## config.mk

```make
export PLATFORM = sky130hd
export DESIGN_NAME = alu_onehot
export DESIGN_NICKNAME = d
export VERILOG_FILES = /design/src/rtl/alu_onehot_pkg.sv /design/src/rtl/alu_addsub.sv /design/src/rtl/alu_shift.sv /design/src/rtl/alu_logic.sv /design/src/rtl/alu_onehot.sv
export SDC_FILE = /design/constraint.sdc
export NUM_CORES = 1
export LEC_CHECK = 0
export BUFFER_PORTS_ARGS = -buffer_cell sky130_fd_sc_hd__buf_4
export CAP_MARGIN = 20
export CORE_MARGIN = 2
export CORE_UTILIZATION = 50
export DETAILED_ROUTE_END_ITERATION = 7
export PLACE_DENSITY_LB_ADDON = 0.3
export SLEW_MARGIN = 25
export SYNTH_ARGS = -nofsm -noshare
export SYNTH_HDL_FRONTEND = slang
export SYNTH_HIERARCHICAL = 1
export SYNTH_SLANG_ARGS = --single-unit
```

## constraint.sdc

```tcl
create_clock -name vclk -period 6.9
set_input_delay 0.69 -clock vclk [all_inputs]
set_output_delay 0.69 -clock vclk [all_outputs]
set_load 0.005 [all_outputs]
```

## src/rtl/alu_onehot_pkg.sv

```systemverilog
package alu_onehot_pkg;
    localparam int NUM_OPS = 12;

    // Bit position of each operation in the one-hot select
    typedef enum int {
        OP_LUI  = 0,
        OP_SRA  = 1,
        OP_SRL  = 2,
        OP_SLL  = 3,
        OP_XOR  = 4,
        OP_OR   = 5,
        OP_NOR  = 6,
        OP_AND  = 7,
        OP_SLTU = 8,
        OP_SLT  = 9,
        OP_SUB  = 10,
        OP_ADD  = 11
    } op_idx_e;
endpackage

```

## src/rtl/alu_addsub.sv

```systemverilog
module alu_addsub #(
    parameter int WIDTH = 32
) (
    input  logic             is_sub,
    input  logic [WIDTH-1:0] a,
    input  logic [WIDTH-1:0] b,
    output logic [WIDTH-1:0] sum,
    output logic             lt_signed,
    output logic             lt_unsigned
);
    localparam int MSB = WIDTH - 1;

    typedef struct packed {
        logic [WIDTH-1:0] sum;
        logic             carry;
        logic             lt_s;
    } addsub_t;

    addsub_t s_d;
    logic [WIDTH-1:0] b_eff;

    always_comb begin
        b_eff = is_sub ? ~b : b;
        {s_d.carry, s_d.sum} = {1'b0, a} + {1'b0, b_eff} + {{WIDTH{1'b0}}, is_sub};
        s_d.lt_s = (a[MSB] ^ b[MSB]) ? a[MSB] : s_d.sum[MSB];
    end

    assign sum         = s_d.sum;
    assign lt_signed   = s_d.lt_s;
    assign lt_unsigned = ~s_d.carry;

    always_comb begin
        if (is_sub && (a == b)) begin

            eq_cmp_chk: assert (sum == '0 && !lt_unsigned && !lt_signed);
        end
    end
endmodule

```

## src/rtl/alu_shift.sv

```systemverilog
module alu_shift #(
    parameter int WIDTH = 32,
    parameter int SHW   = $clog2(WIDTH)
) (
    input  logic [SHW-1:0]   amount,
    input  logic [WIDTH-1:0] value,
    output logic [WIDTH-1:0] sll_o,
    output logic [WIDTH-1:0] srl_o,
    output logic [WIDTH-1:0] sra_o
);
    typedef struct packed {
        logic [WIDTH-1:0] l;
        logic [WIDTH-1:0] rl;
        logic [WIDTH-1:0] ra;
    } shift_t;

    shift_t sh_d;

    always_comb begin
        sh_d.l  = value << amount;
        sh_d.rl = value >> amount;
        sh_d.ra = WIDTH'($signed(value) >>> amount);
    end

    assign sll_o = sh_d.l;
    assign srl_o = sh_d.rl;
    assign sra_o = sh_d.ra;

    always_comb begin
        if (!value[WIDTH-1]) begin

            sra_pos_chk: assert (sra_o == srl_o);
        end
        if (amount == '0) begin

            zero_shift_chk: assert (sll_o == value && srl_o == value);
        end
    end
endmodule

```

## src/rtl/alu_logic.sv

```systemverilog
module alu_logic #(
    parameter int WIDTH = 32
) (
    input  logic [WIDTH-1:0] a,
    input  logic [WIDTH-1:0] b,
    output logic [WIDTH-1:0] and_o,
    output logic [WIDTH-1:0] or_o,
    output logic [WIDTH-1:0] nor_o,
    output logic [WIDTH-1:0] xor_o,
    output logic [WIDTH-1:0] upper_o
);
    localparam int HALF = WIDTH / 2;

    typedef struct packed {
        logic [WIDTH-1:0] a_and;
        logic [WIDTH-1:0] a_or;
        logic [WIDTH-1:0] a_nor;
        logic [WIDTH-1:0] a_xor;
        logic [WIDTH-1:0] up;
    } logic_t;

    logic_t lg_d;

    always_comb begin
        lg_d.a_and = a & b;
        lg_d.a_or  = a | b;
        lg_d.a_nor = ~(a | b);
        lg_d.a_xor = a ^ b;
        lg_d.up    = {b[HALF-1:0], {HALF{1'b0}}};
    end

    assign and_o   = lg_d.a_and;
    assign or_o    = lg_d.a_or;
    assign nor_o   = lg_d.a_nor;
    assign xor_o   = lg_d.a_xor;
    assign upper_o = lg_d.up;

    always_comb begin

        bitwise_rel_chk: assert (((and_o | xor_o) == or_o) && ((or_o ^ nor_o) == '1));
    end
endmodule

```

## src/rtl/alu_onehot.sv

```systemverilog
module alu_onehot
    import alu_onehot_pkg::*;
#(
    parameter int WIDTH = 32
) (
    input  logic [NUM_OPS-1:0] op_sel,
    input  logic [WIDTH-1:0]   src_a,
    input  logic [WIDTH-1:0]   src_b,
    output logic [WIDTH-1:0]   result
);
    localparam int SHW  = $clog2(WIDTH);
    localparam int HALF = WIDTH / 2;

    logic [WIDTH-1:0] sum, sll_v, srl_v, sra_v;
    logic [WIDTH-1:0] and_v, or_v, nor_v, xor_v, up_v;
    logic             lt_s, lt_u;
    logic             use_sub;

    assign use_sub = op_sel[OP_SUB] | op_sel[OP_SLT] | op_sel[OP_SLTU];

    alu_addsub #(.WIDTH(WIDTH)) u_addsub (
        .is_sub      (use_sub),
        .a           (src_a),
        .b           (src_b),
        .sum         (sum),
        .lt_signed   (lt_s),
        .lt_unsigned (lt_u)
    );

    alu_shift #(.WIDTH(WIDTH), .SHW(SHW)) u_shift (
        .amount (src_a[SHW-1:0]),
        .value  (src_b),
        .sll_o  (sll_v),
        .srl_o  (srl_v),
        .sra_o  (sra_v)
    );

    alu_logic #(.WIDTH(WIDTH)) u_logic (
        .a       (src_a),
        .b       (src_b),
        .and_o   (and_v),
        .or_o    (or_v),
        .nor_o   (nor_v),
        .xor_o   (xor_v),
        .upper_o (up_v)
    );

    logic [WIDTH-1:0] lane_d [NUM_OPS];
    logic [WIDTH-1:0] result_d;

    always_comb begin
        lane_d[OP_ADD]  = sum;
        lane_d[OP_SUB]  = sum;
        lane_d[OP_SLT]  = {{(WIDTH-1){1'b0}}, lt_s};
        lane_d[OP_SLTU] = {{(WIDTH-1){1'b0}}, lt_u};
        lane_d[OP_AND]  = and_v;
        lane_d[OP_NOR]  = nor_v;
        lane_d[OP_OR]   = or_v;
        lane_d[OP_XOR]  = xor_v;
        lane_d[OP_SLL]  = sll_v;
        lane_d[OP_SRL]  = srl_v;
        lane_d[OP_SRA]  = sra_v;
        lane_d[OP_LUI]  = up_v;
    end

    // AND-OR mux over the one-hot lanes
    always_comb begin
        result_d = '0;
        for (int i = 0; i < NUM_OPS; i++) begin
            result_d |= lane_d[i] & {WIDTH{op_sel[i]}};
        end
    end

    assign result = result_d;

    always_comb begin

        sel_onehot_chk: assert ($onehot0(op_sel));
        if (op_sel == '0) begin

            idle_zero_chk: assert (result == '0);
        end
        if (op_sel[OP_SLT] || op_sel[OP_SLTU]) begin

            slt_bool_chk: assert (result[WIDTH-1:1] == '0);
        end
        if (op_sel[OP_LUI]) begin

            lui_low_clear_chk: assert (result[HALF-1:0] == '0);
        end
    end
endmodule

```

==> results of run 1 <==
logic make-up after synthesis:
logic type               share of synthesized area
multiplexers                                 0.210
buffers and inverters                        0.122
AO/OA/AOI/OAI                                0.299
adder cells (fa/ha/maj)                      0.168
AND/OR/NAND/NOR                              0.145
XOR/XNOR                                    0.0545
other                                     0.000390
worst paths after layout:
check / endpoint / depth (start not counted) / slack (ps) / from
worst max-delay path: result[0] / 14 / 1600 / op_sel[10]
worst min-delay path: result[0] / 4 / 1710 / op_sel[8]
where the power goes:
part / total [mW] / internal [mW] / switching [mW]
Combinational: 0.973 / 0.380 / 0.593
Sequential: 0 / 0 / 0
Clock: 0 / 0 / 0
metal layers:
layer	up-vias	track usage	wire length, um
met5	-	0	0
met4	0	0.132	1710
met3	111	0.0630	4660
met2	789	0.554	16600
met1	4978	0.539	16100
li1	4513	-	-
cells in the final DEF (no fill, tap or decap), types with 17 or more instances in the layout:
cell type,count
a21oi_1,59
a221oi_2,30
a22o_1,37
a22oi_1,70
a31oi_1,18
and2_1,17
buf_4,115
ha_1,127
inv_1,111
mux2_2,19
mux2i_1,29
mux4_2,65
nand2_1,86
nand4_1,36
nor2_1,76
o21ai_0,20
o21ai_1,25
xnor2_1,17
xor2_1,41
cells in the mapped netlist, drive strengths merged (2+ instances only):
cell,count,area [um^2]
o22ai,12,75.1
and3,7,43.8
o2111ai,2,17.5
a211o,4,35.0
o21a,8,60.1
a31oi,19,134
or2,7,43.8
mux2i,31,335
nor2b,4,25.0
xnor2,17,149
and2,17,106
nand3b,2,15.0
mux2,20,225
o31ai,3,22.5
xor2,42,375
nor3,13,65.1
a221oi,37,512
nor2,76,285
inv,114,428
nand4,36,225
o2bb2ai,2,17.5
clkbuf,38,143
o211ai,6,50.1
a22oi,71,538
o21ai,47,243
a21o,15,113
o32ai,6,52.6
a21oi,59,295
mux4,65,1460
a221o,3,30.0
nand2b,16,100
or3,8,50.1
o221ai,8,70.1
buf,89,608
ha,127,1590
nand2,86,323
a211oi,9,67.6
o21bai,5,48.8
o31a,3,26.3
nand3,13,65.1
nor4,2,18.8
a32oi,6,52.6
a22o,37,324
cell type report:
type,instances,area (um^2),share of cell area
Tap cell,234,293,0.0290
Timing Repair Buffer,115,863,0.0856
Inverter,114,428,0.0424
Multi-Input combinational cell,981,8500,0.843
stage by stage:
step	hold slack [ps]	std cells	setup WS, ps
2_1_floorplan	1500	1222	2410
5_1_grt	1740	1444	1330
3_3_place_gp	1710	1444	1650
4_1_cts	1720	1444	1580
6_report	1710	1444	1600
3_5_place_dp	1720	1444	1590
==> impl_metrics.toml, run 1 <==
[final_layout]
fillers = 1848
num_antenna_cells = 0
clock_buf_count = 0
syn_to_final_growth_pct = 4.81
seqCellArea_um2 = 0
post_route_cell_area_um2 = 10100
post_route_cells_drive_above_1_share = 0.207
final_net_count = 1416
numSequentialCells = 0
layout.core_utilization = 0.537

[setup_path]
critPathRequiredTime_ps = 6210
timing.critical_path.mode_cell = "buf_4"
critical-path-top-delay-family = "simple AND/OR/NAND/NOR gates"
timing.critical_path.slowest_cell_delay_ps = 890
crit_path_max_fanout = 32
crit_path_buf_inv_count = 2
critical_path_arrival_ps = 4610
cp-start-kind = "input port"
crit_path_cell_trace = "buf_4 > or3_2 > xor2_1 > ha_1 > a21oi_1 > o21ai_1 > nor4_2 > o31a_1 > o21ai_2 > xor2_2 > maj3_2 > a222oi_1 > nand3_1 > buf_4"
worst_path_max_delay_cell = "or3_2"
worstSetupEndpointType = "output port"
setup.worst_path.class = "in -> out"

[yosys]
yosys.cell_types.count = 75
synth.cell_area_um2 = 9620
synthCells = 1207
synth_sequential_area_ratio = 0
yosys_warnings = 6
avgSynthCellArea_um2 = 7.97

[route]
drc_errors = 0
total_iterations_of_the_first_detailed_routing_run = 7
drtIter0Drc = 1673
post_drt_wl_per_cell_um = 27.0
wl_mm = 39.0
detail_route_antenna_nets = 0
routed-via-count = 10391
vias_per_cell = 7.20

[pwr]
vdd.ir_drop.worst_mv = 0.0605
power_density_nw_per_um2 = 96.5
design_power_total_uw = 973
power.leakage_nw = 4.41

[placement]
hpwlAfterDp_mm = 28.8
port_buffers = 108
gpl.final_weighted_congestion = 1.03
post_dp_cell_area_um2 = 10100

[sta]
layout_worst_path_cycle_share = 0.769
period_needed_ps = 5300
slew_headroom = 0.367
timing.setup.tns_ps = 0
grt_setup_unrepaired = "false"
drv_slew = 0
max_freq_mhz = 189
timing.final.setup_violations = 0
timing_worst_slew_pin_value_ps = 950
hold_violations = 0

[die]
die_w_um = 143
coreArea_um2 = 18800
initial_core_utilization = 0.513
die_area_um2 = 20400
num_io_pins = 108
dieHeight_um = 143
row_count = 50

[grt]
grt-ovfl-total = 0
grt_max_degree = 65
via_count_of_the_first_global_routing_pass = 9531
wire_length_of_the_first_global_routing_pass_mm = 58.4
number_of_antenna_violations_at_the_first_check_in_global_routing = 0
global_route.usage.total = 0.372

[worst_hold_path]
hold_class = "in -> out"

[cts]
post_cts_buffers = 0
cts-hold-fix-buffers = 0
cts_resized = 0

[outcome]
outcome = "finished clean"

[job]
timing.max_cap.violations = 0
No activity file was read; power rests on OpenSTA's default activity.
==> run 2: changes to the inputs <==
Clock period 6.9 ns to 5.1 ns, I/O delays scaled along.
==> impl_metrics.toml, run 2 (synthesis results as in run 1) <==
[route]
post_drt_wl_per_cell_um = 27.4
vias_per_cell = 7.29
routed-via-count = 10592
drtIter0Drc = 1735
detail_route_antenna_nets = 0
total_iterations_of_the_first_detailed_routing_run = 8
wl_mm = 39.7
drc_errors = 0

[setup_path]
timing.critical_path.slowest_cell_delay_ps = 500
setup_crit_end = "result[0]"
worstSetupEndpointType = "output port"
setup.worst_path.class = "in -> out"
worst_path_max_delay_cell = "or3_2"
cp_launch_point = "op_sel[10]"
critPathRequiredTime_ps = 4590
crit_path_cell_trace = "buf_4 > or3_2 > buf_12 > xor2_1 > inv_1 > fa_1 > nor2b_1 > o211ai_2 > a31oi_4 > a211oi_1 > o31a_1 > o21ai_1 > a31oi_1 > a221oi_1 > nand3_1 > buf_4"
critical_path_arrival_ps = 4150
crit_path_max_fanout = 32
cp-start-kind = "input port"
timing.critical_path.mode_cell = "buf_4"

[die]
num_io_pins = 108
die_area_um2 = 20400
coreArea_um2 = 18800
row_count = 50
dieHeight_um = 143
initial_core_utilization = 0.513
die_w_um = 143

[final_layout]
num_antenna_cells = 0
numSequentialCells = 0
syn_to_final_growth_pct = 5.69
layout.cells.most_common = "ha_1"
seqCellArea_um2 = 0
layout.core_utilization = 0.542
final_net_count = 1424
post_route_cells_drive_above_1_share = 0.211
most-common-layout-cells = "127 x ha_1, 121 x buf_4, 111 x inv_1"
clock_buf_count = 0

[sta]
slew_headroom = 0.397
drv_slew = 0
fin_ws_ps = 437
fin_worst_hold_slack_ps = 1350
max_freq_mhz = 214
timing.setup.tns_ps = 0
period_needed_ps = 4660
layout_worst_path_cycle_share = 0.914
hold_violations = 0
grt_setup_unrepaired = "false"
timing_worst_slew_pin_value_ps = 901
timing.final.setup_violations = 0

[cts]
post_cts_buffers = 0
cts_resized = 0
cts-hold-fix-buffers = 0

[placement]
hpwlAfterDp_mm = 29.0
dp_worst_setup_slack_ps = 492
gpl.final_weighted_congestion = 1.06
port_buffers = 108

[grt]
grt_max_degree = 63
global_route.usage.total = 0.377
wire_length_of_the_first_global_routing_pass_mm = 59.1
number_of_antenna_violations_at_the_first_check_in_global_routing = 0
via_count_of_the_first_global_routing_pass = 9743
grt-ovfl-total = 0

[pwr]
power.leakage_nw = 4.45
vdd.ir_drop.worst_mv = 0.0858
power_density_nw_per_um2 = 131

[outcome]
outcome = "finished clean"

[job]
timing.max_cap.violations = 0

[worst_hold_path]
hold_class = "in -> out"
[run 2: cell count changes in the layout (fill, tap and decap cells not counted)]
| cell | change |
|---|---|
| buf_4 | +6 |
| buf_12 | +2 |
| or2_1 | +1 |
| or2_2 | -1 |
[run 2: final cells by class]
cell class	count	area, um^2
Tap cell	234	293
Multi-Input combinational cell	981	8500
Inverter	114	428
Timing Repair Buffer	123	948
Fill cell	1841	8600
[run 2: metal layers]
metal	global-route usage	up-vias	routed length (um)
met3	0.0741	148	5680
met1	0.531	4966	15400
met4	0.149	0	1930
met5	0	-	0
met2	0.565	937	16800
li1	-	4541	-
[run 2: where the power goes]
part | switching, mW | leakage, nW | internal [mW]
Sequential | 0 | 0 | 0
Combinational | 0.814 | 4.45 | 0.521
Clock | 0 | 0 | 0
Total | 0.814 | 4.45 | 0.521
[run 2: how the worst min path moves through the flow]
stage	from	endpoint	slack (ps)	depth (start not counted)
6_report	op_sel[8]	result[0]	1350	4
5_1_grt	op_sel[8]	result[0]	1390	4
4_1_cts	op_sel[8]	result[0]	1350	4
3_5_place_dp	op_sel[8]	result[0]	1350	4
3_3_place_gp	op_sel[8]	result[0]	1350	4
2_1_floorplan	op_sel[6]	result[0]	1140	2
[run 2: worst max-delay path, delay by kind of cell]
kind	cells	cell delay (ps)
AOI/OAI and AO/OA	7	1560
xor gates and xnor gates	1	230
and+or+nand+nor	3	830
buffers and inverters	4	560
adders and majority gates	1	440
[run 2: stage by stage]
stage	total power, mW	area [um^2]	std cells
after floorplan	0.881	9680	1222
after global placement	1.27	10200	1452
after detailed placement	1.27	10200	1452
after CTS	1.28	10200	1452
after global routing	1.41	10200	1452
final	1.34	10200	1452
